**src/rtl/dlw_pkg.sv**
```systemverilog
package dlw_pkg;
   localparam int WORD_W      = 32;
   localparam int FETCH_WORDS = 4;
   localparam int LEN_W       = 13;
   localparam int OWN_POS     = 31;
   localparam int EOF_POS     = 29;
   localparam int STAT_W      = 8;

   typedef struct packed {
      logic              own;
      logic              chain;
      logic              ring_end;
      logic              eof;
      logic [LEN_W-1:0]  len1;
      logic [LEN_W-1:0]  len2;
      logic [WORD_W-1:0] addr1;
      logic [WORD_W-1:0] addr2;
   } desc_t;

   typedef enum logic [3:0] {
      S_IDLE, S_LAUNCH, S_FETCH, S_DEC, S_BUF1, S_BUF2, S_WB, S_WBW, S_SUSP
   } walk_st_e;
endpackage

```
**src/rtl/dlw_fetch.sv**
```systemverilog
module dlw_fetch
   import dlw_pkg::*;
#(
   parameter int AW   = 32,
   parameter int LIMW = 5
) (
   input  logic                                clk,
   input  logic                                rst_n,
   input  logic                                go,
   input  logic [AW-1:0]                       desc_addr,
   input  logic [LIMW-1:0]                     limit,
   output logic                                cmd_valid,
   output logic [AW-1:0]                       cmd_addr,
   output logic [LIMW-1:0]                     cmd_blen,
   input  logic                                rvalid,
   input  logic [WORD_W-1:0]                   rdata,
   output logic [FETCH_WORDS-1:0][WORD_W-1:0]  words,
   output logic                                done
);
   localparam int IDXW = $clog2(FETCH_WORDS) + 1;

   typedef enum logic [1:0] {F_IDLE, F_CMD, F_DATA} f_st_e;

   f_st_e           st;
   logic [IDXW-1:0] widx;
   logic [LIMW-1:0] beats;
   logic [AW-1:0]   base_q;
   logic [LIMW-1:0] lim_eff;
   logic [LIMW-1:0] remaining;

   assign lim_eff   = (limit == '0) ? LIMW'(1) : limit;
   assign remaining = LIMW'(FETCH_WORDS) - LIMW'(widx);
   assign cmd_blen  = (lim_eff < remaining) ? lim_eff : remaining;
   assign cmd_valid = (st == F_CMD);
   assign cmd_addr  = base_q + AW'({widx, 2'b00});

   always_ff @(posedge clk or negedge rst_n) begin
      if (!rst_n) begin
         st     <= F_IDLE;
         widx   <= '0;
         beats  <= '0;
         base_q <= '0;
         words  <= '0;
         done   <= 1'b0;
      end else begin
         done <= 1'b0;
         case (st)
            F_IDLE: if (go) begin
               base_q <= desc_addr;
               widx   <= '0;
               st     <= F_CMD;
            end
            F_CMD: begin
               beats <= cmd_blen;
               st    <= F_DATA;
            end
            F_DATA: if (rvalid) begin
               words[widx[IDXW-2:0]] <= rdata;
               widx  <= widx + 1'b1;
               beats <= beats - 1'b1;
               if (beats == LIMW'(1)) begin
                  if (widx == IDXW'(FETCH_WORDS - 1)) begin
                     st   <= F_IDLE;
                     done <= 1'b1;
                  end else begin
                     st <= F_CMD;
                  end
               end
            end
            default: st <= F_IDLE;
         endcase
      end
   end

   // a read command is a single-cycle pulse
   p_cmd_pulse_r3: assert property (@(posedge clk) disable iff (!rst_n)
      cmd_valid |=> !cmd_valid);

   // no command starts beyond the last descriptor word
   p_cmd_inside_r3: assert property (@(posedge clk) disable iff (!rst_n)
      cmd_valid |-> (widx < IDXW'(FETCH_WORDS)));
endmodule

```
**src/rtl/dlw_decode.sv**
```systemverilog
module dlw_decode
   import dlw_pkg::*;
#(
   parameter bit IS_TX = 1'b1
) (
   input  logic [FETCH_WORDS-1:0][WORD_W-1:0] words,
   output desc_t                              d
);
   localparam int CHAIN_POS = IS_TX ? 20 : 14;
   localparam int RING_POS  = CHAIN_POS + 1;

   logic unused_bits;

   generate
      if (IS_TX) begin : g_tx
         assign d.chain    = words[0][CHAIN_POS];
         assign d.ring_end = words[0][RING_POS];
      end else begin : g_rx
         assign d.chain    = words[0][CHAIN_POS];
         assign d.ring_end = words[0][RING_POS];
      end
   endgenerate

   assign d.own   = words[0][OWN_POS];
   assign d.eof   = words[0][EOF_POS];
   assign d.len1  = words[1][LEN_W-1:0];
   assign d.len2  = words[1][16 +: LEN_W];
   assign d.addr1 = words[2];
   assign d.addr2 = words[3];

   assign unused_bits = ^{words[0], words[1][31:29], words[1][15:13]};
endmodule

```
**src/rtl/dlw_top.sv**
```systemverilog
module dlw_top
   import dlw_pkg::*;
#(
   parameter int AW         = 32,
   parameter int LIMW       = 5,
   parameter int DESC_BYTES = 32,
   parameter bit IS_TX      = 1'b1
) (
   input  logic              clk,
   input  logic              rst_n,
   input  logic [AW-1:0]     list_base,
   input  logic              run,
   input  logic              poll_demand,
   input  logic [LIMW-1:0]   burst_limit,
   input  logic [STAT_W-1:0] frame_status,
   output logic              mem_req,
   output logic              mem_we,
   output logic [AW-1:0]     mem_addr,
   output logic [LIMW-1:0]   mem_blen,
   output logic [WORD_W-1:0] mem_wdata,
   input  logic              mem_rvalid,
   input  logic [WORD_W-1:0] mem_rdata,
   output logic              buf_valid,
   input  logic              buf_ready,
   output logic [AW-1:0]     buf_addr,
   output logic [LEN_W-1:0]  buf_len,
   output logic              buf_eof,
   output logic              suspended
);
   generate
      if (DESC_BYTES < FETCH_WORDS * 4) begin : g_bad_stride
         $error("DESC_BYTES must cover the fetched words");
      end
      if (AW < 8 || AW > WORD_W) begin : g_bad_aw
         $error("AW out of range");
      end
      if (LIMW < 3) begin : g_bad_limw
         $error("LIMW too narrow for a full descriptor burst");
      end
   endgenerate

   walk_st_e                          st;
   logic [AW-1:0]                     cur;
   logic [AW-1:0]                     base_q;
   logic [AW-1:0]                     nxt;
   logic [FETCH_WORDS-1:0][WORD_W-1:0] words;
   desc_t                             d;
   logic                              f_go, f_cmd, f_done, has2;
   logic [AW-1:0]                     f_addr;
   logic [LIMW-1:0]                   f_blen;
   logic                              unused_bits;

   dlw_fetch #(.AW(AW), .LIMW(LIMW)) u_fetch (
      .clk       (clk),
      .rst_n     (rst_n),
      .go        (f_go),
      .desc_addr (cur),
      .limit     (burst_limit),
      .cmd_valid (f_cmd),
      .cmd_addr  (f_addr),
      .cmd_blen  (f_blen),
      .rvalid    (mem_rvalid),
      .rdata     (mem_rdata),
      .words     (words),
      .done      (f_done)
   );

   dlw_decode #(.IS_TX(IS_TX)) u_decode (
      .words (words),
      .d     (d)
   );

   assign f_go = (st == S_LAUNCH);
   assign has2 = !d.chain && (d.len2 != '0);
   assign nxt  = d.chain    ? d.addr2[AW-1:0] :
                 d.ring_end ? base_q : cur + AW'(DESC_BYTES);

   assign mem_req   = f_cmd || (st == S_WB);
   assign mem_we    = (st == S_WB);
   assign mem_addr  = (st == S_WB) ? cur : f_addr;
   assign mem_blen  = (st == S_WB) ? LIMW'(1) : f_blen;
   assign mem_wdata = {1'b0, words[0][OWN_POS-1:STAT_W], frame_status};

   assign buf_valid = (st == S_BUF1) || (st == S_BUF2);
   assign buf_addr  = (st == S_BUF2) ? d.addr2[AW-1:0] : d.addr1[AW-1:0];
   assign buf_len   = (st == S_BUF2) ? d.len2 : d.len1;
   assign buf_eof   = buf_valid && d.eof && ((st == S_BUF2) || !has2);
   assign suspended = (st == S_SUSP);

   assign unused_bits = ^{words[0][OWN_POS], words[0][STAT_W-1:0],
                          words[3:1], d.addr1, d.addr2};

   always_ff @(posedge clk or negedge rst_n) begin
      if (!rst_n) begin
         st     <= S_IDLE;
         cur    <= '0;
         base_q <= '0;
      end else begin
         case (st)
            S_IDLE: if (run) begin
               cur    <= list_base;
               base_q <= list_base;
               st     <= S_LAUNCH;
            end
            S_LAUNCH: st <= S_FETCH;
            S_FETCH:  if (f_done) st <= S_DEC;
            S_DEC: begin
               if (!d.own)              st <= S_SUSP;
               else if (d.len1 != '0)   st <= S_BUF1;
               else if (has2)           st <= S_BUF2;
               else                     st <= S_WB;
            end
            S_BUF1: if (buf_ready) st <= has2 ? S_BUF2 : S_WB;
            S_BUF2: if (buf_ready) st <= S_WB;
            S_WB:   st <= S_WBW;
            S_WBW:  if (mem_rvalid) begin
               cur <= nxt;
               st  <= S_LAUNCH;
            end
            S_SUSP: begin
               if (run) begin
                  cur    <= list_base;
                  base_q <= list_base;
                  st     <= S_LAUNCH;
               end else if (poll_demand) begin
                  st <= S_LAUNCH;
               end
            end
            default: st <= S_IDLE;
         endcase
      end
   end

   // a halted walker is silent on both ports
   p_susp_quiet_r4: assert property (@(posedge clk) disable iff (!rst_n)
      suspended |-> (!buf_valid && !mem_req));

   // a poll pulse always ends the suspension
   p_poll_resume_r4: assert property (@(posedge clk) disable iff (!rst_n)
      (suspended && poll_demand) |=> !suspended);

   // empty buffers never reach the data mover
   p_buf_nonzero_r8: assert property (@(posedge clk) disable iff (!rst_n)
      buf_valid |-> (buf_len != '0));

   // a stalled request keeps its contents
   p_buf_hold_r11: assert property (@(posedge clk) disable iff (!rst_n)
      (buf_valid && !buf_ready) |=> (buf_valid && $stable(buf_addr) && $stable(buf_len)));
endmodule

```
**config.mk**
```make
export PLATFORM = sky130hd
export DESIGN_NAME = dlw_top
export DESIGN_NICKNAME = d
export VERILOG_FILES = /design/src/rtl/dlw_pkg.sv /design/src/rtl/dlw_fetch.sv /design/src/rtl/dlw_decode.sv /design/src/rtl/dlw_top.sv
export SDC_FILE = /design/constraint.sdc
export NUM_CORES = 1
export LEC_CHECK = 0
export BUFFER_PORTS_ARGS = -buffer_cell sky130_fd_sc_hd__buf_2
export CORE_UTILIZATION = 55
export CTS_CLUSTER_SIZE = 24
export DETAILED_ROUTE_END_ITERATION = 16
export GPL_TIMING_DRIVEN = 0
export PLACE_DENSITY_LB_ADDON = 0.08
export SETUP_SLACK_MARGIN = 0.4
export SYNTH_ARGS = -nofsm -noshare
export SYNTH_HDL_FRONTEND = slang
export SYNTH_HIERARCHICAL = 1
export SYNTH_SLANG_ARGS = --single-unit
```
**constraint.sdc**
```tcl
create_clock -name clk -period 3.7 [get_ports clk]
set_clock_uncertainty 0.2 [all_clocks]
set_input_delay 0.37 -clock clk [delete_from_list [all_inputs] [get_ports clk]]
set_output_delay 0.37 -clock clk [all_outputs]
set_load 0.02 [all_outputs]
```
* Word level (Yosys, flattened, before mapping) *
Index checks and enable logic that the tools add are counted.

cells by class
  reductions and logical operators = 26
  mux-type cells = 39
  equality and inequality tests = 22
  $add $sub $neg = 5
  order comparisons = 3

operator list
  operator                                              count
  two-way mux 32 bit                                    7
  bitwise mux 128 bit                                   1
  demux 32 bit (select 2 bit)                           1
  one-hot mux 32 bit (2 select lines)                   1
  one-hot mux 4 bit (9 select lines)                    1
  adder 32 x 5 -> 32 bit                                1
  adder 32 x 6 -> 32 bit (second input constant)        1
  two-way mux 4 bit                                     8
  nonzero test 13 bit                                   2
  two-way mux 5 bit                                     4
  equality test 4 x 3 -> 1 bit (second input constant)  4
  two-way mux 13 bit                                    1
  != test 2 bit (second input constant)                 6
  two-way mux 2 bit                                     5
  one-hot mux 5 bit (2 select lines)                    1
  AND reduction 3 bit                                   3
  equality test 4 x 2 -> 1 bit (second input constant)  2
  AND reduction 2 bit                                   4
  two-way mux 3 bit                                     2
  != test 2 x 1 -> 1 bit (second input constant)        3
  one-hot mux 2 bit (3 select lines)                    1
  one-hot mux 3 bit (2 select lines)                    1
  AND reduction 6 bit                                   1
  nonzero test 2 bit                                    3
  other kinds (21)                                      31

storage, ports and cells
  flip-flop bits (word level) = 239
  logic and storage cells = 107
  input bits = 83

* Logic depth before layout (Yosys ltp) *
Gate-level depths: netlist of the first run.

  depth in word-level cells = 6
  mapped depth = 10

* Modules after synthesis *
Netlist of the first run, hierarchy kept.

by module, submodules not included
  module      seq. area each (um^2)  cells an instance  times used  area an instance (um^2)
  dlw_fetch   4279.1                 556                1           7566.0
  dlw_top     1701.6                 552                1           5243.8
  dlw_decode  0.0                    94                 1           705.7

* Least setup slack after synthesis of the first run *
Ideal clock, no wire load.

  kind = flip-flop to output port
  start = register u_fetch.widx[1]
  end = output port mem_blen[3]
  data required time = 3130 ps
  path buffers = 0
  data arrival time = 2423 ps
  stages on the path, launching flop included = 11
  slack = 707 ps
  cell sequence = dfrtp_1 > inv_1 > ha_1 > xor2_1 > inv_1 > ha_1 > a41oi_1 > o21a_1 > nand2_1 > mux2_2 > nor2b_1

on the way
  word-level cells in the longest chain between the ends = 4

ends and longest elaborated chain
  what                         line             text
  start: declaration           dlw_fetch.sv:25  logic [IDXW-1:0] widx;
  start signal: assignment     dlw_fetch.sv:59  widx <= widx + 1'b1;
  subtractor 3 x 3 -> 4 bit *  dlw_fetch.sv:32  assign remaining = LIMW'(FETCH_WORDS) - LIMW'(widx);
  less-than comparator 5 bit   dlw_fetch.sv:33  assign cmd_blen = (lim_eff < remaining) ? lim_eff : remaining;
  two-way mux 5 bit *          dlw_fetch.sv:33
  named net f_blen[3]          dlw_top.sv:50    logic [LIMW-1:0] f_blen;
  two-way mux 5 bit *          dlw_top.sv:81    assign mem_blen = (st == S_WB) ? LIMW'(1) : f_blen;
  end: declaration             dlw_top.sv:19    output logic [LIMW-1:0] mem_blen,

Mark *: on every way through the listed nets, which the timed path passes. The rest lies on a longest branch.

* Worst setup path after layout of the first run *
  start = register u_fetch.widx[0]
  end = output port mem_blen[4]

The elaborated chain is that of the path after synthesis.

==> flow_summary.yaml, run 1 <==
synthesis:
  syn_inst: 1174
  synth_fp_nets: 1273
  syn_area_per_cell_sq_um: 11.1
  syn_area_sq_mm: 0.0130
  yosysWarningCount: 6
placement:
  port_buffers: 192
  dp.cells: 1681
  dp_slack_ns: 0.394
  dpl.hpwl_mm: 26.3
  post_dp_cell_area_sq_mm: 0.0144
  place.gp.congestion: 0.930
floorplanning:
  ioPinCount: 202
  die_x_microns: 156
  die_y_microns: 156
  initial_core_util_pct: 56.8
  num_rows: 55
  dieArea_sq_mm: 0.0243
  coreArea_sq_mm: 0.0229
finish:
  seq_area_sq_mm: 0.00564
  fillers: 1642
  final_core_util_pct: 72.7
  insertedDiodeCount: 0
  fin_nets: 1596
  final_area_sq_mm: 0.0167
  multi_input_area_sq_mm: 0.00646
  drive_gt1_share_pct: 48.0
  stdcell_count: 1829
  syn2layout_area_growth_pct: 28.0
pwr:
  p_per_area_mw_per_mm2: 932
  finalPower_mw: 15.5
  leakagePower_nw: 7.63
  ir_drop_mv: 0.656
timing:
  worst_slew_pin_slew_ns: 0.859
  post-route-min-period_ns: 3.41
  timing.final.crit_share_pct: 92.3
  setup-tns-final_ns: 0
  holdWs_ns: 0.0585
  setup_viol: 0
  slew_viol_final: 0
  relSlewSlack_pct: 42.2
  timing.final.ws_setup_ns: 0.286
  hold_viol_final: 0
  max_freq_mhz: 293
  rsz0062_at_grt: "true"
global_routing:
  antenna_found_initial: 0
  met1_usage_pct: 41.6
  grt_pass1_wl_mm: 58.2
  grt_pass1_vias: 10400
  grt_use_met2_pct: 51.8
  top_usage_layer: "met2"
  grtUsageMet3_pct: 5.83
  grt_max_degree: 92
  grtUsageTotal_pct: 31.1
  grt_overflow: 0
worst_setup_path:
  critical_path_arrival_ns: 2.84
  cp-start-kind: "register"
  cp_slowest_stage_delay_ns: 0.46
  critPathKind: "register to primary output"
  critPathMostFrequentCell: "ha_4"
  end_kind: "primary output"
  cp.required_ns: 3.13
  critPathMaxFanout: 4
  crit_chain: "inv_4, ha_4, xor2_2, inv_2, ha_4, nand4_1, o21bai_4, nand2_4, mux2_4, nor2b_4, buf_6"
  slowest_stage: "dfrtp_2"
cts:
  numCtsBuffers: 26
  htreeDepth: 1
  clockBufferDepth: 3
  cts.sinks: 225
  cts_tree: "built"
  clock_latency_ns: 0.53
  clk_pin_slew_ns: 0.06
  clock-root-buffer: "clkbuf_16"
status:
  run_status: "completed"
drt:
  drc: 0
  drtIter0Drc: 884
  drt-total-wl_mm: 37.7
  avgRoutedWirePerCell_microns: 20.6
  dr.pass1.iters: 5
  vias_per_cell: 5.77
  drtAntennaViolNets: 0
  vias: 10600
hold_path:
  hp-class: "primary input to register"
job:
  cap_violations: 0
-- routing by layer --
layer  part of all wire [%]  routed length [microns]
met1                     43                    16200
met2                     48                    17900
met3                    7.1                     2680
met4                    2.3                      851
met5                      0                        0
-- report_power, final --
part / leakage, nW / total, mW / switching, mW / internal [mW]
clock: 0.442 / 2.65 / 1.00 / 1.65
combinational: 4.42 / 8.21 / 4.26 / 3.95
sequential: 2.76 / 4.67 / 0.991 / 3.68
-- cell type report --
cell class                 count  area share, %
multi-input combinational    744           38.8
sequential                   225           33.8
timing repair buffer         295           12.0
buffer                       179           7.06
clock buffer                  43           4.96
tap                          313           2.35
inverter                      26          0.601
clock inverter                 4          0.421
-- worst paths after layout --
kind | startpoint | end | slack [ns] | cells after the start
hold reg to reg | u_fetch/words[9] | u_fetch/words[9] | 0.30 | 1
min in group asynchronous | rst_n | u_fetch/base_q[18] | 0.18 | 2
hold / removal | buf_ready | st[2] | 0.06 | 4
setup reg to reg | st[3] | u_fetch/base_q[28] | 0.58 | 6
setup / recovery | u_fetch/widx[0] | mem_blen[4] | 0.29 | 11
max in group asynchronous | rst_n | cur[4] | 2.26 | 3
-- repair_timing --
action,4_1_cts,5_1_grt
endpoints found under the hold margin,224,0
pin swaps,10,18
hold buffers,69,0
gates resized for setup,49,54
setup buffers,22,10
endpoints found under the setup margin,78,66
-- placed cells by master, fill, tap and decap left out, types with 19 or more instances in the layout --
master and count:
clkbuf_16 27, nand2_1 61, mux2_2 250, clkbuf_1 41
nand4_1 19, nor2_1 42, o21ai_0 56, dfrtp_1 221
buf_4 138, buf_2 196, inv_1 22, xor2_1 20
dlygate4sd3_1 69, nand3_1 22
-- flip-flops by register name (all words and copies together), names as in the netlist --
| signal | flops |
|---|---|
| u_fetch/words | 114 |
| base_q | 32 |
| cur | 32 |
| u_fetch/base_q | 32 |
| u_fetch/beats | 5 |
| st | 4 |
| u_fetch/widx | 3 |
| u_fetch/st | 2 |
| u_fetch/done | 1 |
-- critical path: cells and delay by family, from the launching register on --
| family | cells | cell delay, ns |
|---|---|---|
| flip-flops | 1 | 0.46 |
| adder cells (fa/ha/maj) | 2 | 0.43 |
| AND/OR/NAND/NOR | 3 | 0.40 |
| buffers and inverters | 3 | 0.32 |
| multiplexers | 1 | 0.30 |
| AO/OA/AOI/OAI | 1 | 0.24 |
| XOR/XNOR | 1 | 0.19 |
Note: power is estimated with default switching activity, not from simulation.
==> run 2, diff against run 1 <==
- CORE_ASPECT_RATIO: not set -> 1.75
==> run 2 against run 1 <==
Net effect:
- combinational power increased by 3.0%
- first-iteration DRC count decreased by 42%
- final area increased by 0.49%
- register-to-register slack about the same
- hold slack got worse by 0.057 ns
- power decreased by 0.56%
- utilization decreased by 0.66 points
- flip-flop and latch count unchanged
==> flow_summary.yaml, run 2 (synthesis gave the netlist of run 1 again) <==
status:
  run_status: "completed"
worst_setup_path:
  critPathKind: "register to primary output"
  startpoint: "u_fetch/widx[1]"
  critical_path_arrival_ns: 2.90
  worstReg2RegStart: "st[3]"
  cp-start-kind: "register"
  end_kind: "primary output"
  critPathMaxFanout: 4
  cp.required_ns: 3.13
drt:
  drt-total-wl_mm: 38.7
  drtIter0Drc: 516
  dr.pass1.iters: 5
  drtAntennaViolNets: 0
  drc: 0
  vias: 10500
  avgRoutedWirePerCell_microns: 21.2
  vias_per_cell: 5.74
timing:
  worst_slew_pin_slew_ns: 0.842
  setup_viol: 0
  holdWs_ns: 0.00186
  slew_viol_final: 0
  timing.final.crit_share_pct: 93.8
  relSlewSlack_pct: 43.3
  max_freq_mhz: 288
  post-route-min-period_ns: 3.47
  setup-tns-final_ns: 0
  rsz0062_at_grt: "true"
  timing.final.ws_setup_ns: 0.229
  hold_viol_final: 0
cts:
  clock-root-buffer: "clkbuf_16"
  clock_latency_ns: 0.52
  cts_tree: "built"
  cts.sinks: 225
  clockBufferDepth: 3
  numCtsBuffers: 23
  htreeDepth: 1
  clk_pin_slew_ns: 0.06
pwr:
  p_per_area_mw_per_mm2: 923
  leakagePower_nw: 7.73
  ir_drop_mv: 0.697
floorplanning:
  ioPinCount: 202
  initial_core_util_pct: 56.0
  die_x_microns: 118
  die_y_microns: 205
  dieArea_sq_mm: 0.0243
  coreArea_sq_mm: 0.0232
  num_rows: 74
finish:
  syn2layout_area_growth_pct: 28.7
  drive_gt1_share_pct: 48.7
  final_common_cell: "mux2_2"
  largest_register: "u_fetch/words"
  largest_register_ffs: 114
  stdcell_count: 1823
  layout_common_cells: "mux2_2 (250), dfrtp_1 (219), buf_2 (191)"
  insertedDiodeCount: 0
  fin_nets: 1604
global_routing:
  top_usage_layer: "met2"
  grt_max_degree: 96
  grt_pass1_wl_mm: 58.9
  grtUsageMet3_pct: 4.52
  grt_use_met2_pct: 60.4
  antenna_found_initial: 0
  grt_overflow: 0
  grtUsageTotal_pct: 31.7
  met1_usage_pct: 33.4
  grt_pass1_vias: 10700
placement:
  dp_slack_ns: 0.353
  port_buffers: 192
  dp.cells: 1672
  dpl.hpwl_mm: 27.8
  place.gp.congestion: 0.917
job:
  cap_violations: 0
hold_path:
  hp-class: "primary input to register"
  hp-start: "mem_rdata[25]"
[run 2: routing by layer]
layer  wire length, microns  part of all wire [%]
met2                  20900                    54
met3                   1790                   4.6
met5                      0                     0
met4                   2190                   5.7
met1                  13800                    36
[run 2: what timing repair did]
action	CTS	global route
resized for setup	73	57
setup endpoints to repair	75	87
endpoints found under the hold margin	260	0
pin swaps	18	22
buffers inserted	32	12
hold buffers	68	0
[run 2: report_power, final]
part	switching [mW]	internal [mW]	total (mW)	leakage, nW
clock	0.974	1.40	2.37	0.379
combinational	4.36	4.09	8.46	4.59
sequential	0.936	3.68	4.62	2.76
total	6.27	9.17	15.4	7.73
[run 2: path summary, 6_finish.rpt]
path	endpoint	slack (ns)	cells after the start
worst min register to register	base_q[28]	0.29	2
worst min-delay path	u_fetch/words[121]	0.002	2
min in group asynchronous	u_fetch/base_q[20]	0.14	2
worst max-delay path	mem_blen[4]	0.23	11
max in group asynchronous	u_fetch/base_q[7]	2.31	3
worst max register to register	u_fetch/base_q[6]	0.59	6
[run 2: cell type report]
cell class | count | area [sq um]
clock buffer | 32 | 669
tap | 304 | 380
sequential | 225 | 5640
multi-input combinational | 744 | 6550
timing repair buffer | 306 | 2130
inverter | 26 | 105
fill | 1726 | 6500
buffer | 179 | 1180
clock inverter | 7 | 88.8
[run 2: through the flow]
stage	utilization (%)	instance area [sq um]	power, mW
final	72.0	16700	15.4
after CTS	70.6	16400	15.1
after detailed placement	62.0	14400	12.2
after global placement	61.7	14300	12.0
after floorplan	-	13000	9.95
after global routing	72.0	16700	16.3
[run 2: worst max-delay path, stage by stage, from the launching register on]
cell and delay, ns:
dfrtp_2 0.43, clkinv_4 0.11, ha_4 0.19, xor2_4 0.21, inv_2 0.08, ha_4 0.28
nand4_1 0.14, o21bai_4 0.23, nand2_4 0.13, mux2_4 0.30, nor2b_1 0.13, buf_4 0.16
==> run 3, diff against run 2 <==
- GPL_ROUTABILITY_DRIVEN: not set -> 1
- SETUP_SLACK_MARGIN: 0.4 -> not set
==> run 3 against run 2 <==
Net effect:
- clock power about the same
- final area is 4.9% lower
- fmax fell by 4.3%
- largest power group unchanged
==> flow_summary.yaml, run 3 (synthesis gave the netlist of run 1 again) <==
status:
  run_status: "completed"
timing:
  worst_slew_pin_slew_ns: 0.851
  post-route-min-period_ns: 3.63
  timing.final.crit_share_pct: 98.0
  hold_viol_final: 0
  slew_viol_final: 0
  setup_viol: 0
  max_freq_mhz: 276
  holdWs_ns: 0.00319
  relSlewSlack_pct: 43.0
  timing.final.ws_setup_ns: 0.0723
finish:
  syn2layout_area_growth_pct: 22.4
  largest_register_ffs: 114
  drive_gt1_share_pct: 44.6
  largest_register: "u_fetch/words"
  layout_common_cells: "mux2_2 (253), dfrtp_1 (223), buf_2 (204)"
  final_common_cell: "mux2_2"
  fin_nets: 1561
  insertedDiodeCount: 0
  fillers: 1853
floorplanning:
  dieArea_sq_mm: 0.0243
  die_x_microns: 118
  die_y_microns: 205
  initial_core_util_pct: 56.0
  ioPinCount: 202
  coreArea_sq_mm: 0.0232
  num_rows: 74
drt:
  vias_per_cell: 5.73
  drtAntennaViolNets: 0
  vias: 10200
  drt-total-wl_mm: 37.0
  drtIter0Drc: 473
  dr.pass1.iters: 5
  avgRoutedWirePerCell_microns: 20.8
  drc: 0
worst_setup_path:
  critPathMaxFanout: 9
  cp.required_ns: 3.13
  critical_path_arrival_ns: 3.06
  cp-start-kind: "register"
  startpoint: "u_fetch/widx[0]"
  critPathKind: "register to primary output"
  worstReg2RegStart: "st[3]"
  end_kind: "primary output"
  r2r_setup_slack_ns: 0.49
cts:
  htreeDepth: 1
  clockBufferDepth: 3
  cts.sinks: 225
  clock_latency_ns: 0.52
  clk_pin_slew_ns: 0.06
  clock-root-buffer: "clkbuf_16"
  numCtsBuffers: 23
  cts_tree: "built"
global_routing:
  grt_max_degree: 96
  grt_pass1_vias: 10500
  antenna_found_initial: 0
  grtUsageTotal_pct: 30.9
  grt_overflow: 0
  grt_pass1_wl_mm: 57.5
pwr:
  p_per_area_mw_per_mm2: 924
  ir_drop_mv: 0.699
  leakagePower_nw: 7.24
hold_path:
  hp-start: "mem_rdata[25]"
  hp-class: "primary input to register"
job:
  cap_violations: 0
placement:
  port_buffers: 192
  dp_slack_ns: 0.353
  place.gp.congestion: 0.917
  dpl.hpwl_mm: 27.8
[run 3: changes by cell type in the layout (fill, tap and decap cells not counted), moves of 4 or more]
cell,previous run,this run
nor4_1,8,12
dfrtp_1,219,223
nor4_4,12,2
buf_2,191,204
dfrtp_2,6,2
ha_4,5,0
nor4_2,2,8
buf_4,150,109
buf_6,12,2
ha_1,10,14
[run 3: power by group]
group | switching (mW) | leakage, nW | total (mW) | internal [mW]
sequential | 0.947 | 2.77 | 4.62 | 3.67
combinational | 4.06 | 4.10 | 7.71 | 3.65
clock | 0.969 | 0.379 | 2.36 | 1.40
[run 3: repair_timing]
| action | CTS | global route |
|---|---|---|
| hold buffers | 67 | 0 |
| buffers inserted | 2 | 1 |
| pin swaps | 1 | 1 |
| setup endpoints to repair | 6 | 58 |
| endpoints found under the hold margin | 258 | 0 |
| gates resized for setup | 8 | 12 |
[run 3: area by class of cell]
cell class | count | area, sq um | area share [%]
Buffer | 178 | 1140 | 7.16
Clock buffer | 32 | 669 | 4.20
Clock inverter | 7 | 88.8 | 0.558
Inverter | 26 | 100 | 0.629
Multi-Input combinational cell | 744 | 6190 | 38.9
Sequential cell | 225 | 5630 | 35.4
Tap cell | 304 | 380 | 2.39
Timing Repair Buffer | 264 | 1720 | 10.8
[run 3: per-layer routing]
layer,vias up,share of wire [%],GRT usage [%]
met4,0,5.0,15.1
met1,4973,36,33.0
met3,104,4.7,4.05
met5,-,0,0
li1,4744,-,-
met2,375,54,59.2
[run 3: worst max-delay path: stages, from the launching register on]
cell and delay, ns:
dfrtp_2 0.44, ha_1 0.21, inv_1 0.06, fa_1 0.39, nor2b_1 0.21, nor2_2 0.17
or3b_2 0.51, xnor2_1 0.14, mux2_2 0.25, buf_2 0.16
[run 3: worst paths after layout]
check | to | depth (start not counted)
worst min register to register | base_q[28] | 2
worst min-delay path | u_fetch/words[121] | 2
worst max-delay path | mem_addr[10] | 9
max in group asynchronous | u_fetch/words[35] | 3
min in group asynchronous | u_fetch/base_q[20] | 2
worst max register to register | u_fetch/base_q[6] | 6
[run 3: stage by stage]
stage | cells | TNS (ns) | instance area [sq um] | utilization [%] | power (mW)
floorplan | 1174 | 0 | 13000 | - | 9.95
global placement | 1670 | -448.65 | 14300 | 61.7 | 12.0
detailed placement | 1672 | 0 | 14400 | 62.0 | 12.2
CTS | 1780 | 0 | 15900 | 68.3 | 14.7
global route | 1780 | -0.00274 | 15900 | 68.5 | 15.6
finish | 1780 | 0 | 15900 | 68.5 | 14.7
